<file path="src/rtl/lineenc_pkg.sv">
package lineenc_pkg;
  // Length of the substitution window; the pattern itself fixes it at eight.
  localparam int SUB_LEN = 8;
  localparam int IDX_W   = $clog2(SUB_LEN);

  typedef enum logic [2:0] {
    SYM_FILL = 3'd0,  // reset filler, no pulse, not part of a zero run
    SYM_ZERO = 3'd1,  // plain zero
    SYM_MARK = 3'd2,  // data one
    SYM_VIOL = 3'd3,  // substituted V pulse
    SYM_BAL  = 3'd4   // substituted B pulse
  } sym_t;

  typedef struct packed {
    logic advance;   // bit period boundary
    logic sendLos;   // silence the line
    logic sendOnes;  // all-ones override (already masked by LOS)
    logic violate;   // next alternating pulse repeats polarity
  } strobe_t;

  // Substitution symbol for delay position i (0 = newest, SUB_LEN-1 = oldest).
  function automatic sym_t subSymbol(input int i);
    case (i)
      0, 3:    subSymbol = SYM_BAL;
      1, 4:    subSymbol = SYM_VIOL;
      default: subSymbol = SYM_ZERO;
    endcase
  endfunction
endpackage

</file>
<file path="src/rtl/lineenc_ctrl.sv">
module lineenc_ctrl
  import lineenc_pkg::*;
(
  input  logic    clk,
  input  logic    rstN,
  input  logic    bitEn,
  input  logic    violInsert,
  input  logic    forceLos,
  input  logic    allOnes,
  input  logic    altPulse,
  output strobe_t strobe
);
  logic violPrev;
  logic violArmed;
  logic violRise;

  assign violRise = violInsert & ~violPrev;

  always_comb begin
    strobe.advance  = bitEn;
    strobe.sendLos  = forceLos;
    strobe.sendOnes = allOnes & ~forceLos;
    strobe.violate  = violArmed;
  end

  always_ff @(posedge clk or negedge rstN) begin
    if (!rstN) begin
      violPrev  <= 1'b0;
      violArmed <= 1'b0;
    end else begin
      violPrev <= violInsert;
      if (violRise)
        violArmed <= 1'b1;
      else if (bitEn && violArmed && altPulse)
        violArmed <= 1'b0;
    end
  end
endmodule

</file>
<file path="src/rtl/lineenc_dp.sv">
module lineenc_dp
  import lineenc_pkg::*;
(
  input  logic    clk,
  input  logic    rstN,
  input  strobe_t strobe,
  input  logic    dataIn,
  input  logic    substitutionOff,
  input  logic    singleRail,
  output logic    posRail,
  output logic    negRail,
  output logic    altPulse
);
  sym_t stage [SUB_LEN];
  sym_t head;
  sym_t nextIn;
  logic runComplete;
  logic violPulse;
  logic anyPulse;
  logic pulsePos;
  logic lastPos;

  assign head   = stage[SUB_LEN-1];
  assign nextIn = dataIn ? SYM_MARK : SYM_ZERO;

  // Eight plain zeros once the new bit enters: substitute the whole window.
  always_comb begin
    runComplete = !substitutionOff && (nextIn == SYM_ZERO);
    for (int i = 0; i < SUB_LEN-1; i++)
      if (stage[i] != SYM_ZERO) runComplete = 1'b0;
  end

  always_comb begin
    altPulse  = !strobe.sendLos &&
                (strobe.sendOnes || head == SYM_MARK || head == SYM_BAL);
    violPulse = !strobe.sendLos && !strobe.sendOnes && head == SYM_VIOL;
    anyPulse  = altPulse || violPulse;
    pulsePos  = (altPulse && !strobe.violate) ? ~lastPos : lastPos;
  end

  always_ff @(posedge clk or negedge rstN) begin
    if (!rstN) begin
      for (int i = 0; i < SUB_LEN; i++) stage[i] <= SYM_FILL;
      lastPos <= 1'b0;
      posRail <= 1'b0;
      negRail <= 1'b0;
    end else if (strobe.advance) begin
      if (runComplete) begin
        for (int i = 0; i < SUB_LEN; i++) stage[i] <= subSymbol(i);
      end else begin
        stage[0] <= nextIn;
        for (int i = 1; i < SUB_LEN; i++) stage[i] <= stage[i-1];
      end
      if (anyPulse) lastPos <= pulsePos;
      posRail <= anyPulse && (singleRail || pulsePos);
      negRail <= anyPulse && !singleRail && !pulsePos;
    end
  end
endmodule

</file>
<file path="src/rtl/bipolar_line_encoder.sv">
module bipolar_line_encoder
  import lineenc_pkg::*;
(
  input  logic clk,
  input  logic rstN,
  input  logic bitEn,
  input  logic dataIn,
  input  logic substitutionOff,
  input  logic singleRail,
  input  logic violInsert,
  input  logic forceLos,
  input  logic allOnes,
  output logic posRail,
  output logic negRail
);
  strobe_t strobe;
  logic    altPulse;

  lineenc_ctrl ctrl_i (
    .clk(clk), .rstN(rstN), .bitEn(bitEn), .violInsert(violInsert),
    .forceLos(forceLos), .allOnes(allOnes), .altPulse(altPulse),
    .strobe(strobe)
  );

  lineenc_dp dp_i (
    .clk(clk), .rstN(rstN), .strobe(strobe), .dataIn(dataIn),
    .substitutionOff(substitutionOff), .singleRail(singleRail),
    .posRail(posRail), .negRail(negRail), .altPulse(altPulse)
  );
endmodule

</file>
<file path="config.mk">
export PLATFORM = sky130hd
export DESIGN_NAME = bipolar_line_encoder
export DESIGN_NICKNAME = d
export VERILOG_FILES = /design/src/rtl/lineenc_pkg.sv /design/src/rtl/lineenc_ctrl.sv /design/src/rtl/lineenc_dp.sv /design/src/rtl/bipolar_line_encoder.sv
export SDC_FILE = /design/constraint.sdc
export NUM_CORES = 1
export LEC_CHECK = 0
export BUFFER_PORTS_ARGS = -buffer_cell sky130_fd_sc_hd__buf_2
export CORE_AREA = 2 2 90 57
export CTS_CLUSTER_SIZE = 25
export DETAILED_ROUTE_END_ITERATION = 6
export DIE_AREA = 0 0 92 59
export PLACE_DENSITY = 0.43
export REMOVE_ABC_BUFFERS = 1
export SKIP_LAST_GASP = 1
export SYNTH_ARGS = -nofsm -noshare
export SYNTH_HDL_FRONTEND = slang
export SYNTH_SLANG_ARGS = --single-unit
</file>
<file path="constraint.sdc">
create_clock -name clk -period 2.9 [get_ports clk]
set_input_delay 0.29 -clock clk [delete_from_list [all_inputs] [get_ports clk]]
set_output_delay 0.29 -clock clk [all_outputs]
set_load 0.005 [all_outputs]
</file>
==> qor.csv <==
metric;value;unit
crit path capture type;register;
clk buf depth;2;
clk_skew;0.004270;ns
yosys warns;0;
Setup Crit Path Kind;register to register;
Slew HR;54.46;%
Seq/Total Area, Yosys;58.23;%
post-synthesis to final-layout area growth;16.16;%
Bufs and invs on worst path;0;
CP max-delay cell;o311ai_0;
initial DRC count;48;
Power, Total;1.014;mW
DRC Markers;0;
clock sinks;29;
Clock Root Buffer;clkbuf_8;
Ports;11;
CTS tree;built;
ys flop type;dfrtp_1;
initial core utilization;27.59;%
Port Buf Inserts;10;
status;complete, no violations;
Antenna Nets Post-Route;0;
Post-DP Area;1368;sq um
Placer Congestion;0.7348;
Cells after Synth;95;
sum of negative setup slack;0;ns
Post-synth ARST share;100.0;%
Critical Path Fanout Max;4;
Post-Route Utilization;32.05;%
Hold Buf Count CTS;0;
VDD IR max;0.0002427;V
Data arrival, critical path;1.75;ns
syn avg cell area;13.12;sq um
Total GRT Usage;9.705;%
post-layout min period;1.593;ns
PostCTS Resize Cnt;0;
H-Tree Depth;2;
Synth cell types;27;
net count reported at finish;119;
maximum number of pins on one net before global-route repair;30;
Fmax achieved;627.7;MHz
period utilization;54.94;%
Vias;755;
die height;59;um
# rows;19;
Clock Pin Slew Worst Setup and Hold Paths;0.06;ns
synthesized area;1246;sq um
final-report max-slew violation count;0;
Worst setup SP type;register;
average wire per standard cell;12.78;um
DIE AREA;5428;sq um
antenna cells;0;
Final Cell Area;1448;sq um
Fin. Hold Viols;0;
layout cell share with drive strength beyond 1;32.43;%
Cell Pwr Density;700.8;nW/um^2
Leak Pwr;0.6573;nW
Post-Route WL;2.223;mm
Setup Buffers After CTS;0;
first-pass GRT wire length;3.877;mm
CTS Buf Count;5;
post-DP HPWL;1.526;mm
core area;4517;sq um
hold crit path type;primary input to async pin;
number of synthesized flops with an enable pin;0;
unrepaired setup endpoints after global routing;no;
Die X;92;um
vias per std cell;4.339;
initial antenna violation count;0;
actual slew at the worst max-slew pin;0.6745;ns
WP data required;3.06;ns
# placed instances;166;
vias in the first global route;758;
crit-path cells;nor2b_1, o311ai_0, nor2_1, xor2_1;
count of state elements after synthesis;29;
CP max stage delay;0.61;ns
CP top delay family;compound AO/OA/AOI/OAI gates;
final non-filler cell total;174;
latest clock arrival within the worst-skew pair;0.27;ns
DR pass1 iterations;3;
Final Setup Violations;0;
max cap viols;0;
GRT overflow;0;
-- placed cells by master, fill, tap and decap left out, drive strengths merged, types with 4 or more instances in the layout --
cell and instances:
buf 11, clkbuf 8, dfrtp 29, inv 6, mux2 18, mux2i 4, nand2 5, o21ai 4
-- where the power goes --
part | total (mW) | internal, mW | switching (mW) | leakage [nW]
registers | 0.543 | 0.479 | 0.0647 | 0.361
clock network | 0.314 | 0.170 | 0.144 | 0.0395
logic | 0.157 | 0.0936 | 0.0637 | 0.256
-- registers in the layout, indices dropped and copies added (netlist names) --
signal and cells:
ctrl_i.violArmed 1, dp_i.lastPos 1, dp_i.posRail 1, dp_i.stage 21, dp_i.negRail 1, dp_i.head 3
ctrl_i.violPrev 1
-- Yosys cell counts, types with 2 or more instances --
cell type / number / area (sq um)
dfrtp_1: 29 / 725.7
mux2_2: 18 / 202.7
inv_1: 6 / 22.52
nand2_1: 5 / 18.77
mux2i_1: 4 / 40.04
o21ai_0: 4 / 20.02
buf_2: 3 / 15.01
nand2b_1: 2 / 12.51
nor2_1: 2 / 7.510
nor3b_1: 2 / 15.01
nor4b_1: 2 / 17.52
nor4bb_1: 2 / 20.02
xor2_1: 2 / 17.52
-- final cells by class --
type                       instances  area, sq um
tap                               63        78.83
timing repair buffer              11        57.56
sequential                        29        725.7
fill                             463         3069
inverter                           6        22.52
multi-input combinational         57        483.0
clock buffer                       8        80.08
-- kinds of logic (layout without fill, tap and decap cells) --
family	Yosys count	after routing	share of synthesized area (%)
DFF	29	29	58.23
and+or+nand+nor	23	23	12.45
muxes	22	22	19.48
AOI/OAI and AO/OA	9	9	4.719
buffers and inverters	9	25	3.012
xor gates and xnor gates	3	3	2.109
-- stage by stage --
| step | worst slack [ns] | hold WS (ns) |
|---|---|---|
| 2_1_floorplan | 1.390 | -0.005591 |
| 3_3_place_gp | 1.330 | 0.3558 |
| 3_5_place_dp | 1.316 | 0.3610 |
| 4_1_cts | 1.294 | 0.06863 |
| 5_1_grt | 1.237 | 0.09844 |
| 6_report | 1.307 | 0.03612 |
-- path summary, 6_finish.rpt --
| path | start | slack (ns) | to | depth (start not counted) |
|---|---|---|---|---|
| worst max-delay path | dp_i.head[1]$_DFFE_PN0P_ | 1.31 | dp_i.lastPos$_DFFE_PN0P_ | 4 |
| worst min-delay path | rstN | 0.04 | dp_i.stage[16]$_DFFE_PN0P_ | 1 |
| worst max register to register | dp_i.head[1]$_DFFE_PN0P_ | 1.31 | dp_i.lastPos$_DFFE_PN0P_ | 4 |
| worst min register to register | ctrl_i.violPrev$_DFF_PN0_ | 0.42 | ctrl_i.violArmed$_DFFE_PN0P_ | 1 |
| max in group asynchronous | rstN | 2.45 | dp_i.stage[8]$_DFFE_PN0P_ | 1 |
| min in group clk | violInsert | 0.14 | ctrl_i.violPrev$_DFF_PN0_ | 1 |
-- routing by layer --
layer  vias up  GRT usage [%]  share of wire [%]
met5         -              0                  0
met4         0          5.757                2.1
met3         5          3.053                2.9
met2         9          12.39                 40
met1       372          14.19                 55
li1        369              -                  -
Note: power is estimated with default switching activity, not from simulation.
